===== config.mk =====
export PLATFORM = sky130hd
export DESIGN_NAME = wdt_sel_timeout
export DESIGN_NICKNAME = d
export VERILOG_FILES = /design/src/rtl/wdt_pkg.sv /design/src/rtl/wdt_tick.sv /design/src/rtl/wdt_counter.sv /design/src/rtl/wdt_irq.sv /design/src/rtl/wdt_sel_timeout.sv
export SDC_FILE = /design/constraint.sdc
export NUM_CORES = 1
export LEC_CHECK = 0
export ABC_CLOCK_PERIOD_IN_PS = 1900
export CAP_MARGIN = 20
export CORE_UTILIZATION = 57
export CTS_CLUSTER_DIAMETER = 30
export CTS_CLUSTER_SIZE = 28
export DETAILED_ROUTE_END_ITERATION = 6
export PLACE_DENSITY = 0.79
export SLEW_MARGIN = 20
export SYNTH_ARGS = -nofsm -noshare
export SYNTH_HDL_FRONTEND = slang
export SYNTH_SLANG_ARGS = --single-unit

===== constraint.sdc =====
create_clock -name clk -period 1.9 [get_ports clk]
set_input_delay 0.38 -clock clk [delete_from_list [all_inputs] [get_ports clk]]
set_output_delay 0.38 -clock clk [all_outputs]
set_load 0.02 [all_outputs]

===== src/rtl/wdt_pkg.sv =====
package wdt_pkg;
   localparam int unsigned PERIOD_MAX_MS = 6000;
   localparam int unsigned MS_W          = $clog2(PERIOD_MAX_MS + 1);

   typedef enum logic [1:0] {
      ACT_FLAG_PIN  = 2'b00,
      ACT_FLAG_ONLY = 2'b01,
      ACT_RSVD_A    = 2'b10,
      ACT_RSVD_B    = 2'b11
   } wdt_act_e;

   function automatic logic [MS_W-1:0] period_ms(input logic [1:0] sel);
      case (sel)
         2'b00:   period_ms = MS_W'(60);
         2'b01:   period_ms = MS_W'(600);
         2'b10:   period_ms = MS_W'(3000);
         default: period_ms = MS_W'(PERIOD_MAX_MS);
      endcase
   endfunction
endpackage


===== src/rtl/wdt_tick.sv =====
module wdt_tick #(
   parameter int unsigned DIV = 40000
) (
   input  logic clk,
   input  logic rst_n,
   input  logic restart,
   output logic tick
);
   initial begin
      if (DIV < 1) $error("wdt_tick: DIV must be at least 1");
   end

   generate
      if (DIV == 1) begin : g_pass
         assign tick = 1'b1;
      end else begin : g_div
         localparam int unsigned PW = $clog2(DIV);
         logic [PW-1:0] pcnt;
         always_ff @(posedge clk or negedge rst_n) begin
            if (!rst_n)                 pcnt <= '0;
            else if (restart)           pcnt <= '0;
            else if (pcnt == PW'(DIV-1)) pcnt <= '0;
            else                        pcnt <= pcnt + 1'b1;
         end
         assign tick = (pcnt == PW'(DIV-1));
      end
   endgenerate
endmodule


===== src/rtl/wdt_counter.sv =====
module wdt_counter
   import wdt_pkg::*;
(
   input  logic            clk,
   input  logic            rst_n,
   input  logic            en,
   input  logic            load,
   input  logic [1:0]      sel,
   input  logic            tick,
   output logic            running,
   output logic            expire
);
   logic [MS_W-1:0] cnt;

   always_ff @(posedge clk or negedge rst_n) begin
      if (!rst_n) begin
         running <= 1'b0;
         cnt     <= '0;
      end else if (!en) begin
         running <= 1'b0;
         cnt     <= '0;
      end else if (load) begin
         running <= 1'b1;
         cnt     <= period_ms(sel);
      end else if (running && tick) begin
         cnt <= cnt - 1'b1;
         if (cnt == MS_W'(1)) running <= 1'b0;
      end
   end

   assign expire = running && tick && !load && en && (cnt == MS_W'(1));

   p_disable_stops_r5: assert property (@(posedge clk) disable iff (!rst_n)
      !en |=> !running);
   p_count_live_r4: assert property (@(posedge clk) disable iff (!rst_n)
      running |-> (cnt != '0) && (cnt <= MS_W'(PERIOD_MAX_MS)));
endmodule


===== src/rtl/wdt_irq.sv =====
module wdt_irq
   import wdt_pkg::*;
(
   input  logic       clk,
   input  logic       rst_n,
   input  logic       expire,
   input  logic       clr,
   input  logic [1:0] act,
   input  logic       route,
   input  logic       ext_vt,
   input  logic       ext_err,
   output logic       flag,
   output logic       vtwd,
   output logic       global_err,
   output logic       pin_n
);
   always_ff @(posedge clk or negedge rst_n) begin
      if (!rst_n)      flag <= 1'b0;
      else if (expire) flag <= 1'b1;
      else if (clr)    flag <= 1'b0;
   end

   assign vtwd       = flag | ext_vt;
   assign global_err = vtwd | ext_err;
   assign pin_n      = !(flag && route && (wdt_act_e'(act) != ACT_FLAG_ONLY));

   p_flag_sticky_r7: assert property (@(posedge clk) disable iff (!rst_n)
      flag && !clr |=> flag);
   p_flag_from_expiry_r2: assert property (@(posedge clk) disable iff (!rst_n)
      $rose(flag) |-> $past(expire));
endmodule


===== src/rtl/wdt_sel_timeout.sv =====
module wdt_sel_timeout
   import wdt_pkg::*;
#(
   parameter int unsigned TICKS_PER_MS = 40000
) (
   input  logic       clk,
   input  logic       rst_n,
   input  logic       cfg_we,
   input  logic       cfg_en_d,
   input  logic [1:0] cfg_sel_d,
   input  logic [1:0] cfg_act_d,
   input  logic       svc_we,
   input  logic       flag_clr,
   input  logic       pin_route_wdt,
   input  logic       ext_vt_flag,
   input  logic       ext_err_flag,
   output logic       wdt_flag,
   output logic       irq_vtwd,
   output logic       irq_global,
   output logic       wdt_pin_n
);
   initial begin
      if (TICKS_PER_MS < 1) $error("wdt_sel_timeout: TICKS_PER_MS must be at least 1");
   end

   logic       en_q;
   logic [1:0] sel_q;
   logic [1:0] act_q;
   logic       load, tick, running, expire;

   always_ff @(posedge clk or negedge rst_n) begin
      if (!rst_n) begin
         en_q  <= 1'b1;
         sel_q <= 2'b00;
         act_q <= ACT_FLAG_PIN;
      end else if (cfg_we) begin
         en_q  <= cfg_en_d;
         sel_q <= cfg_sel_d;
         act_q <= cfg_act_d;
      end
   end

   assign load = svc_we && en_q;

   wdt_tick #(.DIV(TICKS_PER_MS)) u_tick (
      .clk(clk), .rst_n(rst_n), .restart(load), .tick(tick));

   wdt_counter u_cnt (
      .clk(clk), .rst_n(rst_n), .en(en_q), .load(load), .sel(sel_q),
      .tick(tick), .running(running), .expire(expire));

   wdt_irq u_irq (
      .clk(clk), .rst_n(rst_n), .expire(expire), .clr(flag_clr),
      .act(act_q), .route(pin_route_wdt), .ext_vt(ext_vt_flag),
      .ext_err(ext_err_flag), .flag(wdt_flag), .vtwd(irq_vtwd),
      .global_err(irq_global), .pin_n(wdt_pin_n));

   p_pin_needs_flag_r9: assert property (@(posedge clk) disable iff (!rst_n)
      !wdt_pin_n |-> wdt_flag && pin_route_wdt);
   p_summary_follows_r6: assert property (@(posedge clk) disable iff (!rst_n)
      wdt_flag |-> irq_vtwd && irq_global);
   p_no_expiry_idle_r3: assert property (@(posedge clk) disable iff (!rst_n)
      !running |=> !$rose(wdt_flag));
endmodule


# Yosys cells after proc, flatten, opt, wreduce, memory -nomap -nowiden
# Cells that the tools add are included.
dict set report op_classes {
  add_sub_neg 2
  n_mul 0
  n_div 0
  order_cmp 0
  n_eq_ne 7
  shift 0
  muxes 12
  n_bitwise 2
  reduce_logical 12
}
# operator n
set ops {}
lappend ops {{two-way mux 13 bit} 3}
lappend ops {{case mux 13 bit (3 select lines)} 1}
lappend ops {{two-way mux 16 bit} 2}
lappend ops {{adder 16 x 1 -> 16 bit, second input constant} 1}
lappend ops {{equality test 16 bit, second input constant} 1}
lappend ops {{equality test 13 x 1 -> 1 bit, second input constant} 1}
lappend ops {{subtractor 13 x 1 -> 13 bit, second input constant} 1}
lappend ops {{logical AND 1 bit} 7}
lappend ops {{two-way mux 1 bit} 6}
lappend ops {{!= test 3 x 1 -> 1 bit, second input constant} 2}
lappend ops {{equality test 2 x 1 -> 1 bit, second input constant} 1}
lappend ops {{equality test 2 bit, second input constant} 1}
lappend ops {{zero test 1 bit} 2}
lappend ops {{zero test 2 bit} 1}
lappend ops {{!= test 2 x 1 -> 1 bit, second input constant} 1}
lappend ops {{bitwise OR 1 bit} 2}
lappend ops {{AND reduction 2 bit} 1}
lappend ops {{nonzero test 2 bit} 1}
dict set report totals {
  ff_bits 36
  latch_bits 0
  ram_bits 0
  rom_bits 0
  input_bits 13
  output_inout_bits 4
  memories 0
}

# Longest topological paths before layout
# Gate-level depths: netlist of the first run.
dict set report logic_depth {
  ltp_word 6
  mapped_depth 7
  ltp_nobuf 6
}

# By module
# From an unflattened synthesis of the first run, not the netlist that was laid out.
dict set report hier_totals {
  cells_unflattened 200
  hier_area_um2 1999.4
}
# mod n_inst cells_per_inst area_per_inst_um2
set by_module_without_submodules {}
lappend by_module_without_submodules {wdt_counter 1 105 944.7}
lappend by_module_without_submodules {wdt_tick 1 77 804.5}
lappend by_module_without_submodules {wdt_sel_timeout 1 11 188.9}
lappend by_module_without_submodules {wdt_irq 1 7 61.3}

# Worst setup path before layout of the first run
# Ideal clock, no wire load.
dict set report synth_path {
  kind {register -> register}
  start {register u_tick.g_div.pcnt[0]}
  end {register u_cnt.cnt[4]}
  setup_time_ps 128
  t_arrival_ps 1578
  setup_slack_ps 194
  path_stages_with_launch 8
  path_buffers 2
  cell_sequence {dfrtp_1 > ha_1 > and4_1 > buf_6 > and4_2 > buf_2 > a311oi_1 > nor3_1}
}
dict set report synth_between {
  elab_chain_cells 3
}
# element line_no
set synth_rtl {}
lappend synth_rtl {{start: declaration} wdt_tick.sv:18} ;# logic [PW-1:0] pcnt;
lappend synth_rtl {{start signal: assignment} wdt_tick.sv:23} ;# else pcnt <= pcnt + 1'b1;
lappend synth_rtl {{equality test 16 bit} wdt_tick.sv:25} ;# assign tick = (pcnt == PW'(DIV-1));
lappend synth_rtl {{logical AND 1 bit} wdt_counter.sv:25} ;# end else if (running && tick) begin
lappend synth_rtl {{!= test 3 x 1 -> 1 bit (no line)} --}
lappend synth_rtl {{end signal: assignment} wdt_counter.sv:24} ;# cnt <= period_ms(sel);
lappend synth_rtl {{end signal: assignment} wdt_counter.sv:26} ;# cnt <= cnt - 1'b1;
lappend synth_rtl {{end: declaration} wdt_counter.sv:13} ;# logic [MS_W-1:0] cnt;
# No other way between the ends.
# A chain may end at the register's enable or synchronous reset.

# Final worst setup path of the first run
# Same ends and word-level chain as after synthesis.

==> results.yml, run 1 <==
status:
  status: "finished, final reports clean"
hold_path:
  hold_class: "input pin to async pin"
routing:
  drc_errors: 0
  wl_per_cell_microns: 16.7
  via_count: 1813
  totalWireLength_mm: 4.88
  ant_nets: 0
  first_iter_violations: 163
  via_per_inst: 6.19
  first_pass_iters: 5
sta:
  worst_slew_pin_slew_ns: 0.455
  relSlewSlack_pct: 69.7
  hold_ws_ns: 0.432
  skew_ns: 0.0117
  period_share_pct: 97.2
  setup_violations: 0
  hold_violations: 0
  drv_slew: 0
  max_freq_mhz: 542
  period_minus_slack_ns: 1.85
yosys:
  synth-async-reset-ratio_pct: 100
  postSynthCellCount: 211
  synth.top_cell.area_share_pct: 43.0
  yosys.area.top_type: "dfrtp_1"
  synth-seq-cells: 36
  ys_seq_area_share_pct: 44.3
  syn_nets: 227
  synth_edf_count: 0
  synth_common_cells: "dfrtp_1, nor2_1, nand2_1, nand4_1, inv_1"
  yosysWarnings: 0
  syn_avg_cell_area_sq_um: 9.65
  synth.most_common_cell: "dfrtp_1"
  synth_ff_type: "dfrtp_1"
  synthTopCellsByArea: "dfrtp_1, nand4_1, nor2_1"
  yosys.cell_types.count: 46
  netlist_area_sq_um: 2040
setup_path:
  path_max_fanout: 7
  required_ns: 2.14
  end_kind: "register"
  cp_data_arrival_time_ns: 2.08
  path_class: "register to register"
  setup.worst_path.start_class: "register"
grt:
  grt_start_max_net_pins: 37
  gr-total-overflow: 0
  first_global_vias: 1708
  antenna_found_initial: 0
  grtUsageTotal_pct: 28.3
  grt_pass1_wl_mm: 7.73
clocking:
  clock_latency_ns: 0.35
  cts_root_buffer: "clkbuf_4"
  ctsHoldBuffers: 0
  cts.clk_slew.worst_paths_ns: 0.12
  cts.sinks: 36
  cts_buffer_depth: 2
  cts_tree: "yes"
  numCtsBuffers: 5
  htreeDepth: 2
power:
  p_leak_uw: 0.00102
  fin_total_pwr_uw: 1670
  peakVddDrop_uv: 763
  power_density_nw_per_um2: 678
job:
  maxCapViolations: 0
floorplanning:
  ios: 17
  rows: 21
  die_x_microns: 61.8
  start_util_pct: 60.1
  die_area_sq_um: 3810
  fp.dieH_microns: 61.8
  core_sq_um: 3390
placed_design:
  gp_congestion: 0.914
  portBuffers: 16
  numPlacedInstances: 280
  hpwlAfterDp_mm: 3.38
final_layout:
  diodes: 0
  seqCellArea_sq_um: 902
  finalNetCount: 262
  multi_input_area_sq_um: 1060
  syn2layout_area_growth_pct: 21.4
  fin_util_pct: 72.9
  stdcell_count: 293
  drive_gt1_share_pct: 20.2
  n_fill_cell: 235
## placed cells by master, fill, tap and decap left out, types with 7 or more instances in the layout
master / instances
xor2_1: 7
nor2_1: 17
dfrtp_1: 35
nand4_1: 13
nand2_1: 16
clkdlybuf4s50_1: 13
buf_4: 20
inv_1: 11
a21oi_1: 7
nand3_1: 9
o21ai_0: 8
## cell type report
| type | count | share of cell area (%) |
|---|---|---|
| multi-input cells | 153 | 43.1 |
| flip-flops and latches | 36 | 36.5 |
| repair buffers | 39 | 14.1 |
| well taps | 46 | 2.33 |
| inverters | 11 | 1.67 |
| clock buffers | 5 | 1.52 |
| clock inverters | 3 | 0.759 |
## worst max-delay path, stage by stage (launching register included)
cell and delay, ns:
dfrtp_1 0.42, ha_1 0.20, and4_4 0.23, nand4_1 0.27, buf_6 0.25, nor4b_1 0.29
nor3_1 0.08
## kinds of logic (layout without fill, tap and decap cells)
logic type,count (synthesis),count (layout),synth area share (%)
flops,36,36,44.3
xor+xnor,12,12,5.16
compound gates,38,38,12.3
buf+inv,22,58,5.04
mux,3,3,1.66
fa+ha+maj,3,3,1.84
simple gates,97,97,29.7
## flip-flops by register name, indices dropped and copies added (netlist names)
register and count:
act_q 2, u_cnt.running 1, sel_q 2, u_irq.flag 1, en_q 1, u_cnt.cnt 13, u_tick.g_div.pcnt 16
## what timing repair did
item,in CTS,in global routing
endpoints found under the setup margin,3,9
cloned,0,0
pin swaps,0,2
setup buffers,0,5
resized for setup,3,8
## through the flow
stage	setup slack, ns	setup TNS [ns]	instance area (sq um)
global placement	-0.140	-0.209	2340
global route	-0.0218	-0.0534	2470
finish	0.0533	0	2470
CTS	0.0237	0	2390
floorplan	0.194	0	2040
detailed placement	-0.163	-0.244	2340
## report_power, final
part           total [uW]  switching (uW)  internal, uW
logic                 345             179           166
clock network         414             272           142
registers             916            83.7           832
## worst paths after layout
check                                             to  slack [ns]            startpoint  depth (start not counted)
worst min-delay path            u_tick.g_div.pcnt[6]        0.43                 rst_n                          2
min in group clk                            act_q[1]        0.52              act_q[1]                          1
worst max register to register          u_cnt.cnt[4]        0.05  u_tick.g_div.pcnt[0]                          6
worst min register to register              act_q[1]        0.52              act_q[1]                          1
worst max-delay path                    u_cnt.cnt[4]        0.05  u_tick.g_div.pcnt[0]                          6
max in group asynchronous                       en_q        1.11                 rst_n                          2
## layer usage
metal  vias up  part of all wire (%)  global-route usage (%)
met3        10                   5.5                    5.59
met2        71                    49                    45.5
li1        852                     -                       -
met1       880                    44                    38.1
met5         -                     0                       0
met4         0                   1.6                    10.8
Power figures use the tool's default switching activity.
==> run 2: changes to the inputs <==
ABC_CLOCK_PERIOD_IN_PS = 1660   (was 1900)
CORE_UTILIZATION = 52   (was 57)
PLACE_DENSITY = 0.76   (was 0.79)
clock period = 1.66 ns   (was 1.9 ns; I/O delays follow)
==> results.yml, run 2 (synthesis results as in run 1) <==
sta:
  relSlewSlack_pct: 71.7
  drv_slew: 0
  tns_ns: -0.241
  period_share_pct: 104
  period_minus_slack_ns: 1.73
  setup_violations: 6
  skew_ns: 0.0101
  rsz0062_at_grt: "yes"
  worst_slew_pin_slew_ns: 0.423
  hold_violations: 0
  worst_slack_ns: -0.0717
  max_freq_mhz: 577
clocking:
  cts_tree: "yes"
  htreeDepth: 2
  cts.sinks: 36
  cts_buffer_depth: 2
  numCtsBuffers: 5
  cts.clk_slew.worst_paths_ns: 0.08
  clock_latency_ns: 0.29
  cts_root_buffer: "clkbuf_8"
placed_design:
  dp_slack_ns: -0.323
  hpwlAfterDp_mm: 3.58
  portBuffers: 16
  gp_congestion: 0.895
final_layout:
  layout_common_cells: "buf_4, dfrtp_1, nor2_1, nand2_1, nand4_1"
  final_common_cell: "buf_4"
  largest_reg_flops: 16
  top_regs: "u_tick.g_div.pcnt x16, u_cnt.cnt x13"
  syn2layout_area_growth_pct: 38.4
  finalNetCount: 288
  largest_register: "u_tick.g_div.pcnt"
  drive_gt1_share_pct: 32.2
  diodes: 0
routing:
  first_iter_violations: 164
  via_count: 1895
  drc_errors: 0
  wl_per_cell_microns: 16.2
  ant_nets: 0
  totalWireLength_mm: 5.19
  first_pass_iters: 4
  via_per_inst: 5.90
floorplanning:
  die_x_microns: 64.6
  start_util_pct: 54.8
  rows: 22
  die_area_sq_um: 4170
  core_sq_um: 3720
  ios: 17
  fp.dieH_microns: 64.6
grt:
  antenna_found_initial: 0
  grt_util_met2_pct: 42.5
  grt_util_met1_pct: 33.9
  grtUsageTotal_pct: 25.8
  grtUsageMet3_pct: 5.28
  busiest_layer: "met2"
  gr-total-overflow: 0
  grt_start_max_net_pins: 22
  grt_pass1_wl_mm: 8.18
  first_global_vias: 1792
power:
  p_leak_uw: 0.00121
  fin_total_pwr_uw: 2330
  power_density_nw_per_um2: 826
  peakVddDrop_uv: 694
setup_path:
  path_class: "register to register"
  worstRegToRegCells: 5
  setup.worst_path.start_class: "register"
  required_ns: 1.89
  cp_data_arrival_time_ns: 1.97
  path_max_fanout: 4
  end_kind: "register"
status:
  status: "finished with violations"
  violations: "setup timing"
hold_path:
  hold_class: "input pin to async pin"
job:
  maxCapViolations: 0
-- run 2: cell count changes in the layout (fill, tap and decap cells not counted), sizes merged --
cell / change
clkbuf: +2
bufinv: +1
dlygate4sd2: -2
dlygate4sd3: +1
buf: +26
clkinv: -2
clkdlybuf4s50: -2
clkdlybuf4s15: +1
clkinvlp: +1
-- run 2: critical path: stages, from the launching register on --
cell and delay [ns]:
dfrtp_1 0.37, ha_2 0.18, and4_4 0.24, nand4_1 0.24, or4_1 0.54, nand3_1 0.10
-- run 2: stage by stage --
step	hold WS, ns	util [%]	area (sq um)	cells
after detailed placement	0.272	68.1	2530	306
after global routing	0.520	75.8	2820	321
after global placement	0.277	68.1	2530	306
after CTS	0.495	73.4	2730	320
after floorplan	0.0364	-	2040	211
final	0.479	75.8	2820	321
-- run 2: path summary, 6_finish.rpt --
check                           slack (ns)       endpoint                 start
worst max register to register       -0.07  u_cnt.cnt[12]  u_tick.g_div.pcnt[1]
worst max-delay path                 -0.07  u_cnt.cnt[12]  u_tick.g_div.pcnt[1]
worst min-delay path                  0.48   u_cnt.cnt[8]                 rst_n
max in group asynchronous             0.66           en_q                 rst_n
worst min register to register        0.52       act_q[1]              act_q[1]
min in group clk                      0.52       act_q[1]              act_q[1]
-- run 2: metal layers --
| layer | up-vias | part of all wire (%) |
|---|---|---|
| li1 | 904 | - |
| met2 | 64 | 50 |
| met4 | 0 | 2.4 |
| met5 | - | 0 |
| met1 | 913 | 43 |
| met3 | 14 | 4.7 |
-- run 2: what timing repair did --
| item | in CTS | in global routing |
|---|---|---|
| resized for setup | 18 | 15 |
| endpoints found under the setup margin | 11 | 29 |
| setup buffers | 5 | 0 |
| hold buffers | 1 | 0 |
| gates cloned | 0 | 1 |
| endpoints found under the hold margin | 15 | 0 |
| pin swaps | 7 | 6 |
-- run 2: power by group --
group / internal, uW / total [uW] / leakage, uW / switching [uW]
registers: 951 / 1020 / 0.000476 / 70.2
logic: 274 / 531 / 0.000675 / 257
clock network: 444 / 774 / 0.0000541 / 330
-- run 2: layout make-up --
| type | count | area, sq um |
|---|---|---|
| Clock buffer | 5 | 68.8 |
| Clock inverter | 3 | 42.5 |
| Fill cell | 259 | 900 |
| Inverter | 11 | 41.3 |
| Multi-Input combinational cell | 153 | 1140 |
| Sequential cell | 36 | 903 |
| Tap cell | 48 | 60.1 |
| Timing Repair Buffer | 65 | 564 |
==> run 3: changes to the inputs <==
==> constraint.sdc (replaced) <==
create_clock -name clk -period 1.66 [get_ports clk]
set_input_delay 0.498 -clock clk [delete_from_list [all_inputs] [get_ports clk]]
set_output_delay 0.498 -clock clk [all_outputs]
set_load 0.02 [all_outputs]
==> results.yml, run 3 (synthesis results as in run 1) <==
status:
  status: "finished with violations"
  violations: "setup timing"
floorplanning:
  start_util_pct: 54.8
  rows: 22
  core_sq_um: 3720
  die_x_microns: 64.6
  die_area_sq_um: 4170
  fp.dieH_microns: 64.6
  ios: 17
routing:
  first_pass_iters: 4
  via_per_inst: 6.02
  drc_errors: 0
  ant_nets: 0
  top_layer: "met4"
  met2_wirelength_mm: 2.80
  first_iter_violations: 198
  totalWireLength_mm: 5.57
  wl_met1_mm: 2.38
  wl_per_cell_microns: 16.8
  routed-wl-met3_microns: 336
  via_count: 1994
grt:
  antenna_found_initial: 0
  grt_start_max_net_pins: 21
  grt_pass1_wl_mm: 8.29
  gr-total-overflow: 0
  first_global_vias: 1819
  grtUsageTotal_pct: 26.1
clocking:
  numCtsBuffers: 5
  cts_tree: "yes"
  clock_latency_ns: 0.30
  htreeDepth: 2
  cts_buffer_depth: 2
  cts.clk_slew.worst_paths_ns: 0.08
  cts.sinks: 36
  cts_root_buffer: "clkbuf_8"
setup_path:
  required_ns: 1.16
  setup.worst_path.start_class: "input pin"
  cp_data_arrival_time_ns: 1.24
  end_kind: "output pin"
  path_class: "input pin to output pin"
  cpLargestDelayFamily: "buffers and inverters"
  path_max_fanout: 1
  critPathBufInv: 2
  slowest_stage: "or3_4"
  max_stage_delay_ns: 0.37
  path_cells: "dlygate4sd2_1 -> or3_4 -> buf_6"
sta:
  period_minus_slack_ns: 1.73
  period_share_pct: 104
  drv_slew: 0
  worst_slack_ns: -0.0746
  relSlewSlack_pct: 71.9
  max_freq_mhz: 577
  worst_slew_pin_slew_ns: 0.418
  rsz0062_at_grt: "yes"
  tns_ns: -0.136
  setup_violations: 3
  skew_ns: 0.0112
  hold_violations: 0
final_layout:
  top_regs: "u_tick.g_div.pcnt x16, u_cnt.cnt x13"
  diodes: 0
  largest_reg_flops: 16
  n_fill_cell: 239
  final_common_cell: "buf_4"
  largest_register: "u_tick.g_div.pcnt"
  finalNetCount: 298
  layout_common_cells: "buf_4, dfrtp_1, nor2_1, nand2_1, nand4_1"
  drive_gt1_share_pct: 38.9
  syn2layout_area_growth_pct: 42.5
power:
  power_density_nw_per_um2: 767
  fin_total_pwr_uw: 2230
  p_leak_uw: 0.00127
  peakVddDrop_uv: 543
placed_design:
  gp_congestion: 0.917
  hpwlAfterDp_mm: 3.60
  dp_slack_ns: -0.629
  portBuffers: 16
hold_path:
  hold_class: "input pin to async pin"
job:
  maxCapViolations: 0
==> run 3: final timing paths <==
kind / start / depth (start not counted) / slack [ns] / end
setup / recovery: ext_err_flag / 3 / -0.07 / irq_global
hold / removal: rst_n / 1 / 0.12 / u_cnt.cnt[5]
setup reg to reg: u_tick.g_div.pcnt[0] / 6 / -0.04 / u_cnt.cnt[3]
hold reg to reg: act_q[1] / 1 / 0.51 / act_q[1]
max in group asynchronous: rst_n / 2 / 1.01 / en_q
min in group clk: act_q[1] / 1 / 0.51 / act_q[1]
==> run 3: repair_timing <==
action	in CTS	in global routing
buffers inserted	1	5
hold buffers	0	0
pin swaps	5	11
gates cloned	0	2
endpoints found under the setup margin	11	28
gates resized for setup	25	31
==> run 3: area by class of cell <==
cell class,instances,area (sq um),share of cell area (%)
timing repair buffer,74,639,22.0
multi-input combinational,154,1160,40.1
clock buffer,6,82.6,2.85
tap,48,60.1,2.07
clock inverter,2,10.0,0.345
sequential,36,903,31.1
inverter,11,41.3,1.42
==> run 3: routing by layer <==
metal  vias to the layer above  global-route usage [%]
met5                         -                       0
met1                       984                    34.7
met4                         0                    8.33
li1                        933                       -
met3                         8                    6.34
met2                        69                    41.8
==> run 3: metrics by stage <==
stage               std cells  hold WS [ns]  utilization [%]  area (sq um)
finish                    331         0.120             78.1          2900
global route              331         0.145             78.1          2900
global placement          315         0.454             70.0          2600
floorplan                 211         0.202                -          2040
CTS                       324         0.134             72.8          2710
detailed placement        315         0.448             70.0          2600
==> run 3: worst reg2reg max path, delay by kind of cell, from the launching register on <==
family / cells / cell delay, ns
AO/OA/AOI/OAI: 1 / 0.15
adder cells (fa/ha/maj): 1 / 0.18
buffers and inverters: 1 / 0.14
flip-flops: 1 / 0.36
AND/OR/NAND/NOR: 3 / 0.77
==> run 3: where the power goes <==
part / leakage (uW) / internal, uW / switching (uW)
Combinational: 0.000743 / 285 / 266
Clock: 0.0000510 / 331 / 326
Sequential: 0.000476 / 951 / 68.5
